===== config.mk =====
export PLATFORM = sky130hd
export DESIGN_NAME = ctx_save_seq
export DESIGN_NICKNAME = d
export VERILOG_FILES = /design/src/rtl/ctx_save_pkg.sv /design/src/rtl/ctx_region_walker.sv /design/src/rtl/ctx_prog_cnt.sv /design/src/rtl/ctx_save_seq.sv
export SDC_FILE = /design/constraint.sdc
export NUM_CORES = 1
export LEC_CHECK = 0
export CORE_UTILIZATION = 35
export DETAILED_ROUTE_END_ITERATION = 12
export HOLD_SLACK_MARGIN = 0.03
export PLACE_DENSITY = 0.67
export RECOVER_POWER = 100
export SYNTH_ARGS = -nofsm -noshare
export SYNTH_HDL_FRONTEND = slang
export SYNTH_SLANG_ARGS = --single-unit

===== constraint.sdc =====
create_clock -name clk_i -period 5.49 [get_ports clk_i]
set_input_delay 0.8235 -clock clk_i [delete_from_list [all_inputs] [get_ports clk_i]]
set_output_delay 0.8235 -clock clk_i [all_outputs]
set_load 0.005 [all_outputs]

===== src/rtl/ctx_save_pkg.sv =====
package ctx_save_pkg;
  typedef enum logic [2:0] {
    SRC_RAND   = 3'd0,
    SRC_STICKY = 3'd1,
    SRC_SYMKEY = 3'd2,
    SRC_RSA    = 3'd3,
    SRC_PSTK   = 3'd4,
    SRC_PKEY   = 3'd5,
    SRC_TRAIL  = 3'd6
  } src_e;

  typedef enum logic [1:0] {
    ST_OK       = 2'd0,
    ST_ALREADY  = 2'd1,
    ST_MISMATCH = 2'd2,
    ST_ABORT    = 2'd3
  } status_e;

  typedef enum logic [1:0] {
    S_IDLE  = 2'd0,
    S_FETCH = 2'd1,
    S_SEND  = 2'd2
  } seq_state_e;

  localparam logic [127:0] TRAILER_BLK =
    {32'h00010203, 32'h04050607, 32'h08090A0B, 32'h0C0D0E0F};
endpackage


===== src/rtl/ctx_region_walker.sv =====
module ctx_region_walker
  import ctx_save_pkg::*;
#(
  parameter bit EXTENDED = 1'b0,
  parameter int AES_LEN  = 64,
  parameter int RSA_LEN  = 64,
  parameter int PKA_LEN  = 512,
  parameter int IDX_W    = 9
) (
  input  logic             clk_i,
  input  logic             rst_ni,
  input  logic             clr_i,
  input  logic             adv_i,
  output src_e             src_o,
  output logic [IDX_W-1:0] idx_o,
  output logic             last_o
);
  src_e             region_q, region_d, after_rsa;
  logic [IDX_W-1:0] idx_q, idx_max;

  generate
    if (EXTENDED) begin : g_ext
      assign after_rsa = SRC_PSTK;
    end else begin : g_base
      assign after_rsa = SRC_TRAIL;
    end
  endgenerate

  always_comb begin
    idx_max  = '0;
    region_d = region_q;
    unique case (region_q)
      SRC_RAND:   region_d = SRC_STICKY;
      SRC_STICKY: begin idx_max = IDX_W'(1);         region_d = SRC_SYMKEY; end
      SRC_SYMKEY: begin idx_max = IDX_W'(AES_LEN-1); region_d = SRC_RSA;    end
      SRC_RSA:    begin idx_max = IDX_W'(RSA_LEN-1); region_d = after_rsa;  end
      SRC_PSTK:   region_d = SRC_PKEY;
      SRC_PKEY:   begin idx_max = IDX_W'(PKA_LEN-1); region_d = SRC_TRAIL;  end
      default:    region_d = SRC_TRAIL;
    endcase
  end

  always_ff @(posedge clk_i or negedge rst_ni) begin
    if (!rst_ni) begin
      region_q <= SRC_RAND;
      idx_q    <= '0;
    end else if (clr_i) begin
      region_q <= SRC_RAND;
      idx_q    <= '0;
    end else if (adv_i) begin
      if (idx_q == idx_max) begin
        region_q <= region_d;
        idx_q    <= '0;
      end else begin
        idx_q <= idx_q + 1'b1;
      end
    end
  end

  assign src_o  = region_q;
  assign idx_o  = idx_q;
  assign last_o = (region_q == SRC_TRAIL);

  assert_trailer_single_R7: assert property (@(posedge clk_i) disable iff (!rst_ni)
    (region_q == SRC_TRAIL) |-> (idx_q == '0));
  assert_no_accel_in_base_R5: assert property (@(posedge clk_i) disable iff (!rst_ni)
    !EXTENDED |-> (region_q != SRC_PSTK && region_q != SRC_PKEY));
endmodule


===== src/rtl/ctx_prog_cnt.sv =====
module ctx_prog_cnt #(
  parameter int CNT_W = 16,
  parameter int TOTAL = 132
) (
  input  logic             clk_i,
  input  logic             rst_ni,
  input  logic             inc_i,
  input  logic             snap_i,
  output logic [CNT_W-1:0] cnt_o,
  output logic             zero_o,
  output logic             end_ok_o
);
  logic [CNT_W-1:0] cnt_q, base_q;

  always_ff @(posedge clk_i or negedge rst_ni) begin
    if (!rst_ni) begin
      cnt_q  <= '0;
      base_q <= '0;
    end else begin
      if (inc_i)  cnt_q  <= cnt_q + 1'b1;
      if (snap_i) base_q <= cnt_q;
    end
  end

  assign cnt_o    = cnt_q;
  assign zero_o   = (cnt_q == '0);
  // compares the value the counter takes after the final block
  assign end_ok_o = ((cnt_q + 1'b1) == (base_q + CNT_W'(TOTAL)));

  assert_step_R8: assert property (@(posedge clk_i) disable iff (!rst_ni)
    inc_i |=> (cnt_q == $past(cnt_q) + 1'b1));
  assert_still_R8: assert property (@(posedge clk_i) disable iff (!rst_ni)
    !inc_i |=> $stable(cnt_q));
endmodule


===== src/rtl/ctx_save_seq.sv =====
module ctx_save_seq
  import ctx_save_pkg::*;
#(
  parameter bit EXTENDED  = 1'b0,
  parameter int AES_SLOTS = 16,
  parameter int RSA_SLOTS = 2,
  parameter int RSA_QUADS = 16,
  parameter int PKA_SLOTS = 4,
  parameter int PKA_QUADS = 128,
  parameter int CNT_W     = 16,
  localparam int AES_LEN  = AES_SLOTS * 4,
  localparam int RSA_LEN  = RSA_SLOTS * 2 * RSA_QUADS,
  localparam int PKA_LEN  = PKA_SLOTS * PKA_QUADS,
  localparam int MAX_A    = (AES_LEN > RSA_LEN) ? AES_LEN : RSA_LEN,
  localparam int MAX_LEN  = (MAX_A > PKA_LEN) ? MAX_A : PKA_LEN,
  localparam int IDX_W    = (MAX_LEN > 2) ? $clog2(MAX_LEN) : 1
) (
  input  logic              clk_i,
  input  logic              rst_ni,
  input  logic              start_i,
  input  logic              abort_i,
  output logic [2:0]        rd_src_o,
  output logic [IDX_W-1:0]  rd_idx_o,
  input  logic [127:0]      rd_data_i,
  output logic              out_valid_o,
  input  logic              out_ready_i,
  output logic [127:0]      out_data_o,
  output logic [CNT_W-1:0]  prog_cnt_o,
  output logic              done_o,
  output logic [1:0]        status_o
);
  localparam int TOTAL = 1 + 2 + AES_LEN + RSA_LEN + (EXTENDED ? 1 + PKA_LEN : 0) + 1;

  seq_state_e       state_q;
  src_e             src;
  logic [IDX_W-1:0] idx;
  logic             last, cnt_zero, end_ok;
  logic             launch, accept, abort_pend_q, done_q;
  logic [127:0]     data_q;
  status_e          status_q;

  assign launch = (state_q == S_IDLE) && start_i && cnt_zero;
  assign accept = (state_q == S_SEND) && out_ready_i;

  ctx_region_walker #(
    .EXTENDED(EXTENDED), .AES_LEN(AES_LEN), .RSA_LEN(RSA_LEN),
    .PKA_LEN(PKA_LEN), .IDX_W(IDX_W)
  ) u_walker (
    .clk_i (clk_i),
    .rst_ni(rst_ni),
    .clr_i (launch),
    .adv_i (accept),
    .src_o (src),
    .idx_o (idx),
    .last_o(last)
  );

  ctx_prog_cnt #(.CNT_W(CNT_W), .TOTAL(TOTAL)) u_cnt (
    .clk_i   (clk_i),
    .rst_ni  (rst_ni),
    .inc_i   (accept),
    .snap_i  (launch),
    .cnt_o   (prog_cnt_o),
    .zero_o  (cnt_zero),
    .end_ok_o(end_ok)
  );

  always_ff @(posedge clk_i or negedge rst_ni) begin
    if (!rst_ni) begin
      state_q      <= S_IDLE;
      data_q       <= '0;
      abort_pend_q <= 1'b0;
      done_q       <= 1'b0;
      status_q     <= ST_OK;
    end else begin
      done_q <= 1'b0;
      if (state_q != S_IDLE && abort_i) abort_pend_q <= 1'b1;
      unique case (state_q)
        S_IDLE: begin
          abort_pend_q <= 1'b0;
          if (start_i && !cnt_zero) begin
            done_q   <= 1'b1;
            status_q <= ST_ALREADY;
          end else if (launch) begin
            state_q <= S_FETCH;
          end
        end
        S_FETCH: begin
          data_q  <= last ? TRAILER_BLK : rd_data_i;
          state_q <= S_SEND;
        end
        S_SEND: begin
          if (out_ready_i) begin
            if (abort_pend_q || abort_i) begin
              state_q  <= S_IDLE;
              done_q   <= 1'b1;
              status_q <= ST_ABORT;
            end else if (last) begin
              state_q  <= S_IDLE;
              done_q   <= 1'b1;
              status_q <= end_ok ? ST_OK : ST_MISMATCH;
            end else begin
              state_q <= S_FETCH;
            end
          end
        end
        default: state_q <= S_IDLE;
      endcase
    end
  end

  assign rd_src_o    = src;
  assign rd_idx_o    = idx;
  assign out_valid_o = (state_q == S_SEND);
  assign out_data_o  = data_q;
  assign done_o      = done_q;
  assign status_o    = status_q;

  assert_hold_R10: assert property (@(posedge clk_i) disable iff (!rst_ni)
    (out_valid_o && !out_ready_i) |=>
      (out_valid_o && $stable(out_data_o) && $stable(rd_src_o) && $stable(rd_idx_o)));
  assert_refuse_R9: assert property (@(posedge clk_i) disable iff (!rst_ni)
    (state_q == S_IDLE && start_i && prog_cnt_o != '0) |=>
      (done_o && status_o == ST_ALREADY && !out_valid_o));
  assert_total_R8: assert property (@(posedge clk_i) disable iff (!rst_ni)
    (done_o && status_o == ST_OK) |-> (prog_cnt_o == CNT_W'(TOTAL)));
  assert_abort_idle_R11: assert property (@(posedge clk_i) disable iff (!rst_ni)
    (done_o && status_o == ST_ABORT) |-> !out_valid_o);
endmodule


==> flow_summary.ini <==
[power]
totalPowerFinal_uw = 3120
p_leak_uw = 0.00520
ir_drop_v = 0.000187
powerDensity_mw_per_mm2 = 285

[floorplanning]
coreArea_sq_mm = 0.0203
die_area_sq_mm = 0.0214
fp.dieW_um = 146
rows = 52
initial_core_util = 0.359
fp.dieH_um = 146
io-pin-count = 293

[logic_synthesis]
yosysSeqAreaShare = 0.612
async_reset_ff_frac = 1.00
syn_inst = 579
ys_types = 48
ys_ff_latch = 178
syn_area_sq_mm = 0.00728
synth_edf_count = 0
yosysWarningCount = 0
synthesis.nets = 716
synth_area_per_cell_sq_um = 12.6
ys.flop_type = dfrtp_1

[run_status]
violations = max-capacitance violations, max-slew violations
outcome = finished, violations left

[clock_network]
clk_latency_ns = 0.43
cts_resized = 0
cts.path.max_buffers = 2
cts_sinks = 178
clk_pin_slew_worst_paths_ns = 0.07
cts_root_buf = clkbuf_16
holdBufCountCts = 0
cts_made_buffers = 17
cts_htree_levels = 4
cts_tree = yes
post-cts-setup-buffers = 0

[sta]
hold_ws_ns = 0.414
max_slew_margin = -0.598
final-setup-viol-count = 0
rsz0062_at_grt = false
fin_setup_tns_ns = 0
finalCritPeriodShare = 0.588
hold_violations = 0
min_period_ns = 3.23
fmax_mhz = 310
worst_pin_slew_ns = 2.40
fin_worst_skew_ns = 0.0141
slew_violations = 231

[route]
vias = 5713
via_per_inst = 5.01
drc_errors = 0
first_iter_violations = 199
drt_pass1_iterations = 4
drt-wirelength-per-cell_um = 17.6
final_antenna_net_count = 0
routed_wl_um = 20100

[grt]
grt_util_met3 = 0.0663
grt_overflow_total = 0
grt_pass1_wl_um = 32000
grt_busiest_layer = met2
grt_usage = 0.191
antenna_found_initial = 0
grt_pass1_vias = 5838
grtUsageMet1 = 0.246
use_met2 = 0.299
grt_max_degree = 99

[final_layout]
syn_to_final_growth_pct = 50.4
mostFrequentLayoutCell = dfrtp_1
nNetsFinal = 994
fin_util = 0.539
final_area_sq_mm = 0.0109
fillers = 1804
final_cell_mix = 178 x dfrtp_1, 161 x dlygate4sd3_1, 130 x clkdlybuf4s50_1
layout-drive-gt1-share = 0.0529
antenna_cells = 0
seq_area_sq_mm = 0.00445
multi_input_area_sq_mm = 0.00261

[setup_path]
path_buf_inv = 2
rr_worst_depth = 5
crit_chain = buf_6 -> clkbuf_2
cp_top_family = buffers and inverters
r2r_start = state_q[0]$_DFFE_PN0P_
reg2reg_slack_ns = 2.39
r2r_end = out_data_o[32]$_DFFE_PN0N_
worst_setup_path_end_kind = asynchronous set/reset pin
cp_slowest_cell = clkbuf_2
worstPathRequired_ns = 5.52
critPathArrivalTime_ns = 3.26
critPathMaxFanout = 98
cp-start-kind = input port
path_class = input port to asynchronous set/reset pin
slowest_delay_ns = 1.80

[placed_design]
io_buffers = 292
place.gp.congestion = 0.812
dpl_cell_area_sq_mm = 0.0105
hpwl_um = 13900

[worst_hold_path]
min_path_type = input port to asynchronous set/reset pin

[job]
drv_cap = 3
## Yosys cell counts, types with 8 or more instances
library cell | n | area (sq um)
dfrtp_1 | 178 | 4450
a22o_1 | 96 | 841
xnor2_1 | 42 | 368
o22a_1 | 32 | 280
nor2_1 | 31 | 116
clkbuf_1 | 27 | 101
nand2_1 | 23 | 86.3
nor2b_1 | 17 | 106
xor2_1 | 15 | 131
nor3_1 | 13 | 65.1
nand3_1 | 11 | 55.1
nand4_1 | 11 | 68.8
inv_1 | 8 | 30.0
## stage by stage
stage | instances | setup WS [ns]
2_1_floorplan | 579 | 3.36
3_3_place_gp | 1108 | 2.97
3_5_place_dp | 1108 | 2.91
4_1_cts | 1140 | 2.69
5_1_grt | 1140 | 1.59
6_report | 1140 | 2.26
## layout make-up
class                           instances  area share
Tap cell                              270      0.0309
Clock inverter                         12      0.0110
Timing Repair Buffer                  298       0.270
Sequential cell                       178       0.407
Inverter                                8     0.00274
Clock buffer                           20      0.0408
Multi-Input combinational cell        354       0.238
## how the worst max path moves through the flow
| stage | start | endpoint | slack, ns | cells past startpoint |
|---|---|---|---|---|
| after CTS | state_q[1]$_DFFE_PN0P_ | out_valid_o | 2.69 | 2 |
| after global placement | out_ready_i | u_walker.idx_o[5]$_DFFE_PN0P_ | 2.97 | 7 |
| final | rst_ni | out_data_o[101]$_DFFE_PN0N_ | 2.26 | 2 |
| after floorplan | u_walker.src_o[2]$_DFFE_PN0P_ | u_walker.src_o[0]$_DFFE_PN0P_ | 3.36 | 5 |
| after detailed placement | start_i | u_walker.idx_o[7]$_DFFE_PN0P_ | 2.91 | 7 |
| after global routing | rst_ni | out_data_o[94]$_DFFE_PN0N_ | 1.59 | 2 |
## state kept, by name, indices dropped and copies added, names as in the netlist
| register | flops |
|---|---|
| done_o | 1 |
| status_o | 2 |
| abort_pend_q | 1 |
| state_q | 2 |
| u_cnt.cnt_o | 16 |
| u_cnt.base_q | 16 |
| u_walker.src_o | 3 |
| out_data_o | 128 |
| u_walker.idx_o | 9 |
## power breakdown
part	internal [uW]	leakage, uW	switching (uW)
sequential	1410	0.00241	71.2
clock	613	0.000272	555
combinational	315	0.00251	155
total	2340	0.00520	781
## routing by layer
metal  part of all wire  vias to the layer above
met5                  0                        -
met4              0.015                        0
met3              0.082                       21
met2               0.48                      220
met1               0.43                     2793
li1                   -                     2679
## cell families after synthesis
logic type / Yosys count / synth area share
DFF: 178 / 0.612
adders and majority gates: 4 / 0.00687
buffers and inverters: 47 / 0.0268
and+or+nand+nor: 133 / 0.0973
AOI/OAI and AO/OA: 155 / 0.181
xor gates and xnor gates: 57 / 0.0686
muxes: 5 / 0.00790
Power figures use the tool's default switching activity.
